### config.mk
export PLATFORM = sky130hd
export DESIGN_NAME = serial_scan
export DESIGN_NICKNAME = d
export VERILOG_FILES = /design/src/rtl/serial_scan.sv
export SDC_FILE = /design/constraint.sdc
export NUM_CORES = 1
export LEC_CHECK = 0
export ABC_AREA = 1
export ABC_CLOCK_PERIOD_IN_PS = 1600
export CORE_MARGIN = 2
export CORE_UTILIZATION = 30
export DETAILED_ROUTE_END_ITERATION = 7
export DONT_BUFFER_PORTS = 1
export GPL_TIMING_DRIVEN = 1
export HOLD_SLACK_MARGIN = 0.08
export PLACE_DENSITY = 0.54
export SLEW_MARGIN = 20
export SYNTH_ARGS = -nofsm -noshare
export SYNTH_HDL_FRONTEND = slang
export SYNTH_SLANG_ARGS = --single-unit
### constraint.sdc
create_clock -name clk -period 1.6 [get_ports clk]
set_input_delay 0.32 -clock clk [delete_from_list [all_inputs] [get_ports clk]]
set_output_delay 0.32 -clock clk [all_outputs]
set_load 0.05 [all_outputs]
### src/rtl/serial_scan.sv
module serial_scan #(
  parameter int DW = 32,
  parameter int IW = 12,
  parameter int CW = 3,
  parameter logic [IW-1:0] TOP_IDX = 'h0FE,
  parameter logic [IW-1:0] LOW_IDX = 'h002
) (
  input  logic          clk,
  input  logic          rst_n,
  input  logic          start,
  output logic          rd_valid,
  output logic [IW-1:0] rd_index,
  output logic [CW-1:0] rd_count,
  input  logic          rd_ready,
  input  logic          rsp_valid,
  input  logic [DW-1:0] rsp_data,
  input  logic          rsp_err,
  output logic          done,
  output logic          found,
  output logic [DW-1:0] serial
);
  localparam logic [IW-1:0] STEP = IW'(2);

  typedef enum logic [1:0] {S_IDLE, S_REQ, S_LO, S_HI} st_t;
  st_t           st;
  logic [IW-1:0] idx;
  logic [DW-1:0] lo;

  wire hit = (rsp_data == ~lo);

  assign rd_valid = (st == S_REQ);
  assign rd_index = idx;
  assign rd_count = CW'(2);

  always_ff @(posedge clk or negedge rst_n) begin
    if (!rst_n) begin
      st     <= S_IDLE;
      idx    <= TOP_IDX;
      lo     <= '0;
      done   <= 1'b0;
      found  <= 1'b0;
      serial <= '0;
    end else begin
      done <= 1'b0;
      case (st)
        S_IDLE: if (start) begin
          idx <= TOP_IDX;
          st  <= S_REQ;
        end
        S_REQ: if (rd_ready) st <= S_LO;
        S_LO: if (rsp_valid) begin
          if (rsp_err) begin
            st <= S_IDLE; done <= 1'b1; found <= 1'b0; serial <= '0;
          end else begin
            lo <= rsp_data;
            st <= S_HI;
          end
        end
        S_HI: if (rsp_valid) begin
          if (rsp_err) begin
            st <= S_IDLE; done <= 1'b1; found <= 1'b0; serial <= '0;
          end else if (hit) begin
            st <= S_IDLE; done <= 1'b1; found <= 1'b1; serial <= lo;
          end else if (idx == LOW_IDX) begin
            st <= S_IDLE; done <= 1'b1; found <= 1'b0; serial <= '0;
          end else begin
            idx <= idx - STEP;
            st  <= S_REQ;
          end
        end
        default: st <= S_IDLE;
      endcase
    end
  end
endmodule


# == Word-level counts from Yosys, hierarchy flattened ==
# Cells that the tools add are included.
# op_classes
add_sub_neg,1
eq_ne,14
n_mux,36
bitwise,2
reduce_logical,7
# op_table
cell,count
$mux W32,6
$pmux W32 S2,1
$mux W12,5
$eq A32 B32 Y1,1
$not A32 Y32,1
$pmux W12 S2,1
$mux W1,15
$ne A2 B2 Y1 const B,7
$eq A12 B2 Y1 const B,1
$sub A12 B2 Y12 const B,1
$mux W2,5
$pmux W2 S4,1
$reduce_and A6 Y1,1
$reduce_and A5 Y1,1
$eq A2 B2 Y1 const B,2
$ne A4 B4 Y1 const B,1
$pmux W1 S2,2
$reduce_and A4 Y1,1
$reduce_bool A2 Y1,2
$reduce_and A3 Y1,1
$eq A2 B1 Y1 const B,1
$logic_not A2 Y1,1
$ne A2 B1 Y1 const B,1
$not A1 Y1,1
# word_totals
register_bits,80

# == Logic depth before layout (Yosys ltp) ==
# Gate-level depths: netlist of the first run.
# depth
depth_word,6
ltp_mapped,14
depth_no_buf,13

# == Worst setup path before layout of the first run ==
# No wires, ideal clock.
# synth_path
path_kind,register -> register
startpoint,register st[0]
endpoint,register st[0]
setup_ps,118
t_arrival_ps,1753
slack_ps,-271
path_stages_with_launch,9
synth_period_minus_slack_ps,1871
cell_sequence,dfrtp_1 inv_1 nor2_1 inv_1 o21ai_0 a21oi_1 nor2_1 o21bai_1 inv_1
# synth_between
elab_chain_cells,3
word_cells_on_any_way,10
classes_between,eq/ne (7); mux (1); reduce/logical (2)
# synth_lines
item,line,rtl
from (decl),25,st_t st;
from (signal assigned),37,st <= S_IDLE;
from (signal assigned),48,st <= S_REQ;
from (signal assigned),50,S_REQ: if (rd_ready) st <= S_LO;
$eq A2 B1 Y1 *,n/a,
named net rd_valid,11,"output logic rd_valid,"
$ne A2 B1 Y1 (no line),n/a,
$reduce_and A4 Y1 (no line),n/a,
# Mark *: on every way through the listed nets, which the timed path passes. The rest lies on a longest branch.
# A chain may end at the register's enable or synchronous reset.

# == Worst setup path in the final report of the first run ==
# layout_path
startpoint,register lo[24]
endpoint,register serial[14]
# layout_between
elab_chain_cells,6
word_cells_on_any_way,8
classes_between,eq/ne (2); mux (4); bitwise (1); reduce/logical (1)
# layout_lines
item,line,rtl
from (decl),27,logic [DW-1:0] lo;
from (signal assigned),55,lo <= rsp_data;
$not A32 Y32 *,29,wire hit = (rsp_data == ~lo);
$eq A32 B32 Y1 *,29,
$mux W32,62,end else if (hit) begin
$mux W32,60,if (rsp_err) begin
$mux W32,59,S_HI: if (rsp_valid) begin
$pmux W32 S2,45,case (st)
to (signal assigned),61,st <= S_IDLE; done <= 1'b1; found <= 1'b0; serial <= '0;
to (signal assigned),63,st <= S_IDLE; done <= 1'b1; found <= 1'b1; serial <= lo;
to (signal assigned),65,st <= S_IDLE; done <= 1'b1; found <= 1'b0; serial <= '0;
to (decl),20,output logic [DW-1:0] serial
# Mark *: on every way between the ends. The rest lies on a longest branch, timed or not. The select of a mux whose other input is x is not followed.

==> results of run 1 <==
## power groups by stage
stage | clock (uW) | combinational [uW] | sequential [uW]
after floorplan | 0 | 2070 | 3440
after global placement | 0 | 3450 | 3060
after detailed placement | 0 | 3500 | 3100
after CTS | 2010 | 3750 | 3060
after global routing | 2100 | 4380 | 3140
final | 1940 | 3930 | 3070
## sequential cells by signal, summed over array words and instances, names as in the netlist
signal and cells:
lo 32, serial 32, rd_index 11, st 2, done 1, found 1
## per-stage QoR
step	setup TNS, ns	cell area [um^2]	std cells
after floorplan	-0.4819	4031	529
after global placement	-4.219	4478	730
after detailed placement	-6.983	4478	730
after CTS	-4.366	4847	748
after global routing	-10.73	4951	750
final	-4.106	4951	750
## cell families (layout without fill, tap and decap cells)
| group | after synthesis | after routing |
|---|---|---|
| buffers and inverters | 101 | 145 |
| other | 2 | 4 |
| xor gates and xnor gates | 7 | 7 |
| and+or+nand+nor | 262 | 263 |
| AOI/OAI and AO/OA | 75 | 75 |
| adders and majority gates | 1 | 1 |
| DFF | 79 | 79 |
## per-layer routing
metal	vias to the layer above	global-route usage [%]	part of all wire (%)
li1	1684	-	-
met1	1511	18.09	43
met2	75	24.10	47
met3	6	8.190	9.1
met4	0	3.529	0.77
met5	-	0	0
## synthesized netlist by cell type
cell type,n
sky130_fd_sc_hd__nor2_1,73
sky130_fd_sc_hd__nand2_4,3
sky130_fd_sc_hd__nor3_2,1
sky130_fd_sc_hd__dfrtp_1,72
sky130_fd_sc_hd__nand2_1,145
sky130_fd_sc_hd__nor3_1,2
sky130_fd_sc_hd__inv_2,6
sky130_fd_sc_hd__clkbuf_1,3
sky130_fd_sc_hd__ha_1,1
sky130_fd_sc_hd__a21oi_1,20
sky130_fd_sc_hd__nand3_1,16
sky130_fd_sc_hd__xor2_1,7
sky130_fd_sc_hd__o21ai_1,29
sky130_fd_sc_hd__inv_1,76
sky130_fd_sc_hd__or2_2,2
sky130_fd_sc_hd__buf_2,6
sky130_fd_sc_hd__a31oi_1,2
sky130_fd_sc_hd__o21ai_0,21
sky130_fd_sc_hd__nor2_2,3
sky130_fd_sc_hd__buf_6,4
sky130_fd_sc_hd__o31ai_1,1
sky130_fd_sc_hd__o211ai_1,1
sky130_fd_sc_hd__buf_12,1
sky130_fd_sc_hd__dfstp_2,7
sky130_fd_sc_hd__conb_1,2
sky130_fd_sc_hd__nand4_1,3
sky130_fd_sc_hd__buf_4,5
sky130_fd_sc_hd__nand2_2,14
sky130_fd_sc_hd__o21bai_1,1
## how the worst max path moves through the flow
stage / to / start / slack, ns
after global placement: rd_index[11] / rd_index[6] / -0.13
after detailed placement: serial[29] / lo[24] / -0.22
after CTS: serial[16] / lo[24] / -0.13
after global routing: serial[14] / lo[24] / -0.27
final: serial[14] / lo[24] / -0.14
after floorplan: rd_index[8] / rd_index[4] / -0.08
## cells in the final DEF, fill, tap and decap left out, types with 2 or more instances in the layout
| master | n |
|---|---|
| sky130_fd_sc_hd__nand2_1 | 134 |
| sky130_fd_sc_hd__inv_1 | 69 |
| sky130_fd_sc_hd__dfrtp_1 | 69 |
| sky130_fd_sc_hd__nor2_1 | 64 |
| sky130_fd_sc_hd__buf_4 | 38 |
| sky130_fd_sc_hd__o21ai_1 | 31 |
| sky130_fd_sc_hd__nand2_2 | 24 |
| sky130_fd_sc_hd__a21oi_1 | 20 |
| sky130_fd_sc_hd__o21ai_0 | 18 |
| sky130_fd_sc_hd__inv_2 | 13 |
| sky130_fd_sc_hd__nor2_2 | 12 |
| sky130_fd_sc_hd__clkbuf_16 | 10 |
| sky130_fd_sc_hd__nand3_1 | 9 |
| sky130_fd_sc_hd__xor2_1 | 7 |
| sky130_fd_sc_hd__nand3_2 | 7 |
| sky130_fd_sc_hd__nand2_8 | 4 |
| sky130_fd_sc_hd__conb_1 | 4 |
| sky130_fd_sc_hd__buf_6 | 4 |
| sky130_fd_sc_hd__dfstp_4 | 4 |
| sky130_fd_sc_hd__nand4_1 | 3 |
| sky130_fd_sc_hd__buf_12 | 3 |
| sky130_fd_sc_hd__dfrtp_2 | 3 |
| sky130_fd_sc_hd__dfstp_2 | 3 |
| sky130_fd_sc_hd__nor3_1 | 2 |
| sky130_fd_sc_hd__or2_2 | 2 |
| sky130_fd_sc_hd__clkbuf_1 | 2 |
| sky130_fd_sc_hd__clkinvlp_4 | 2 |
## layout make-up
cell class	count	area, um^2	area share [%]
sequential	79	2004	40.49
clock inverter	4	28.78	0.5812
tap	176	220.2	4.448
timing repair buffer	47	430.4	8.693
clock buffer	12	246.5	4.979
inverter	82	307.8	6.217
multi-input combinational	350	1713	34.60
## timing repair
action,CTS,global route
resized for setup,20,20
endpoints found under the setup margin,49,50
hold endpoints to repair,79,79
buffers inserted,1,1
gates cloned,1,1
pin swaps,4,10
==> report_table.html, run 1 <==
<table>
<tr><th>Metric</th><th>Value</th></tr>
<tr><th colspan="2">Run status</th></tr>
<tr><td>Result of the run</td><td>finished with violations</td></tr>
<tr><td>Failing checks</td><td>negative hold slack, negative setup slack</td></tr>
<tr><th colspan="2">Route</th></tr>
<tr><td>Initial DRC Count</td><td>155</td></tr>
<tr><td>Routed wire per std cell</td><td>13.97 um</td></tr>
<tr><td>Detailed Routing Iterations Pass 1</td><td>4</td></tr>
<tr><td>Remaining DRCs</td><td>0</td></tr>
<tr><td>Vias/cell</td><td>4.368</td></tr>
<tr><td>Sum of routed wire length over all layers</td><td>10.48 mm</td></tr>
<tr><td>Vias</td><td>3276</td></tr>
<tr><td>Number of nets still failing antenna checks after routing</td><td>0</td></tr>
<tr><th colspan="2">Global route</th></tr>
<tr><td>Initial antenna violation count</td><td>0</td></tr>
<tr><td>Global-route usage over all layers</td><td>15.16%</td></tr>
<tr><td>Global-route wire length before repair</td><td>16.66 mm</td></tr>
<tr><td>Number of global-route vias before repair</td><td>3185</td></tr>
<tr><td>Largest net degree at the start of global routing</td><td>80</td></tr>
<tr><td>Grt ovf</td><td>0</td></tr>
<tr><th colspan="2">STA</th></tr>
<tr><td>Max Clock Freq</td><td>0.5759 GHz</td></tr>
<tr><td>Final Worst Setup Slack</td><td>-0.1365 ns</td></tr>
<tr><td>Final min period</td><td>1.737 ns</td></tr>
<tr><td>Hold slack final</td><td>-0.3257 ns</td></tr>
<tr><td>Worst slew margin relative to its limit</td><td>63.63%</td></tr>
<tr><td>Pins Over Slew Limit</td><td>0</td></tr>
<tr><td>Share of the cycle needed by the critical path after routing</td><td>108.5%</td></tr>
<tr><td>Worst-margin pin slew</td><td>0.5455 ns</td></tr>
<tr><td>Clk_skew</td><td>0.009532 ns</td></tr>
<tr><td>RSZ-0062 raised after global routing</td><td>yes</td></tr>
<tr><td>Final-report setup violation count</td><td>45</td></tr>
<tr><td>Number of hold-slack violations in the final timing report</td><td>79</td></tr>
<tr><th colspan="2">Power</th></tr>
<tr><td>Internal power of the cells</td><td>5281 uW</td></tr>
<tr><td>Leakage dissipation</td><td>0.002558 uW</td></tr>
<tr><td>Power share of the clock group</td><td>21.7%</td></tr>
<tr><td>Peak supply drop</td><td>656.9 uV</td></tr>
<tr><td>Power Density</td><td>1806 nW/um^2</td></tr>
<tr><td>Design Power</td><td>8941 uW</td></tr>
<tr><td>Switching share of power</td><td>40.94%</td></tr>
<tr><td>Switching power total</td><td>3660 uW</td></tr>
<tr><td>Flop pwr share</td><td>34.3%</td></tr>
<tr><td>Part of the power in combinational logic</td><td>44.0%</td></tr>
<tr><th colspan="2">Layout</th></tr>
<tr><td>Fill cell count</td><td>1369</td></tr>
<tr><td># nets final</td><td>608</td></tr>
<tr><td>Final Core Density</td><td>37.69%</td></tr>
<tr><td>Antenna cell count</td><td>0</td></tr>
<tr><td>Layout cells sized above 1</td><td>24.04%</td></tr>
<tr><td>Layout overhead on the synthesized area</td><td>23.97%</td></tr>
<tr><th colspan="2">Logic synthesis</th></tr>
<tr><td>Seq cells post-synth</td><td>79</td></tr>
<tr><td>Total number of yosys warnings</td><td>0</td></tr>
<tr><td>Cell taking the most area after synthesis</td><td>sky130_fd_sc_hd__dfrtp_1</td></tr>
<tr><td>Post-synthesis simple-gate area fraction</td><td>27.29%</td></tr>
<tr><td>Mean cell area of the mapped netlist</td><td>7.578 um^2</td></tr>
<tr><td>Xor/xnor cell area share of the yosys netlist</td><td>1.535%</td></tr>
<tr><td>Fraction of the mapped netlist area in adder cells</td><td>0.3133%</td></tr>
<tr><td>Cell Area, Synth</td><td>3994 um^2</td></tr>
<tr><td>Combinational family with the most area after synthesis</td><td>simple AND/OR/NAND/NOR gates</td></tr>
<tr><td>Number of distinct library cell variants in the gate-level netlist after synthesis</td><td>29</td></tr>
<tr><td>Complex-gate fraction of the synthesized area</td><td>9.649%</td></tr>
<tr><td>Mux share of post-synthesis cell area</td><td>0%</td></tr>
<tr><td>Seq/Total Area, Yosys</td><td>49.72%</td></tr>
<tr><td>Fraction of post-synthesis cell area in the top cell type by area</td><td>45.11%</td></tr>
<tr><td>Cell types occupying the most area after synthesis</td><td>sky130_fd_sc_hd__dfrtp_1, sky130_fd_sc_hd__nand2_1, sky130_fd_sc_hd__inv_1</td></tr>
<tr><td>Synthesized instance count</td><td>527</td></tr>
<tr><th colspan="2">Critical path</th></tr>
<tr><td>Cell depth of the worst flop-to-flop path</td><td>13</td></tr>
<tr><td>Data arrival time of the critical path</td><td>1.96 ns</td></tr>
<tr><td>R2r startpoint</td><td>lo[24]</td></tr>
<tr><td>Crit path launch type</td><td>register</td></tr>
<tr><td>Capture instance of the worst register-to-register path</td><td>serial[14]</td></tr>
<tr><td>CP Data Required Time</td><td>1.82 ns</td></tr>
<tr><td>Highest cell delay on the worst timing path</td><td>0.39 ns</td></tr>
<tr><td>Slowest cell on the critical path</td><td>sky130_fd_sc_hd__dfrtp_1</td></tr>
<tr><td>Category of the worst setup path capture point</td><td>register</td></tr>
<tr><td>Top Family by Delay on Critical Path</td><td>simple AND/OR/NAND/NOR gates</td></tr>
<tr><td>Critical path cell sequence</td><td>nand2_1, inv_1, nor2_1, nand2_1, nor2_2, nand2_1, nor2_2, nand2_2, nand2_4, nand2_8, clkbuf_16, nand2_1, o21ai_1</td></tr>
<tr><td>Largest fanout on the critical path</td><td>11</td></tr>
<tr><td>Buf+Inv Stages, Crit Path</td><td>2</td></tr>
<tr><td>Worst-case register-to-register setup slack</td><td>-0.14 ns</td></tr>
<tr><td>Number of cells on the critical path</td><td>13</td></tr>
<tr><td>Critical path's most frequent cell</td><td>sky130_fd_sc_hd__nand2_1</td></tr>
<tr><td>Critical path class</td><td>register to register</td></tr>
<tr><th colspan="2">Place</th></tr>
<tr><td>Port Buffers</td><td>0</td></tr>
<tr><td>Placement-stage worst setup slack</td><td>-0.2217 ns</td></tr>
<tr><td>Placer's final routability congestion estimate</td><td>0.8164</td></tr>
<tr><td>Detailed placement HPWL</td><td>7.112 mm</td></tr>
<tr><th colspan="2">Floorplanning</th></tr>
<tr><td>Die footprint</td><td>14250 um^2</td></tr>
<tr><td>Standard-cell row count</td><td>42</td></tr>
<tr><td>Die W</td><td>119.4 um</td></tr>
<tr><td>Core Box Area</td><td>13140 um^2</td></tr>
<tr><td>Ports</td><td>88</td></tr>
<tr><td>Starting utilization of the core area</td><td>30.40%</td></tr>
<tr><td>Vertical extent of the die</td><td>119.4 um</td></tr>
<tr><th colspan="2">Clocking</th></tr>
<tr><td>CTS Root Cell</td><td>sky130_fd_sc_hd__clkbuf_16</td></tr>
<tr><td>H-tree level count</td><td>3</td></tr>
<tr><td>CTS Buffer Depth</td><td>2</td></tr>
<tr><td>Clock buffer count from CTS</td><td>9</td></tr>
<tr><td>Clock transition time at the flip-flop clock pins of the worst setup and hold paths</td><td>0.06 ns</td></tr>
<tr><td>TritonCTS Sinks</td><td>79</td></tr>
<tr><td>CTS tree</td><td>yes</td></tr>
<tr><td>Clock network latency to the later pin of the worst-skew pair</td><td>0.34 ns</td></tr>
<tr><th colspan="2">Min path</th></tr>
<tr><td>Type of the worst min-delay path</td><td>primary input to async pin</td></tr>
<tr><th colspan="2">Flow run</th></tr>
<tr><td>Max_cap viols</td><td>0</td></tr>
</table>
Note: power is estimated with default switching activity, not from simulation.
==> inputs of run 2 (changes only) <==
--- a/config.mk
+++ b/config.mk
@@ -11,6 +11,7 @@
 export CORE_UTILIZATION = 30
 export DETAILED_ROUTE_END_ITERATION = 7
 export DONT_BUFFER_PORTS = 1
+export GPL_ROUTABILITY_DRIVEN = 0
 export GPL_TIMING_DRIVEN = 1
 export HOLD_SLACK_MARGIN = 0.08
 export PLACE_DENSITY = 0.54
==> results of run 2 <==
The final DEF is identical to that of run 1; final timing and power are the same.
==> inputs of run 3 (changes only) <==
--- a/config.mk
+++ b/config.mk
@@ -11,7 +11,6 @@
 export CORE_UTILIZATION = 30
 export DETAILED_ROUTE_END_ITERATION = 7
 export DONT_BUFFER_PORTS = 1
-export GPL_ROUTABILITY_DRIVEN = 0
 export GPL_TIMING_DRIVEN = 1
 export HOLD_SLACK_MARGIN = 0.08
 export PLACE_DENSITY = 0.54
==> results of run 3 <==
The final DEF is identical to that of run 1; final timing and power are the same.
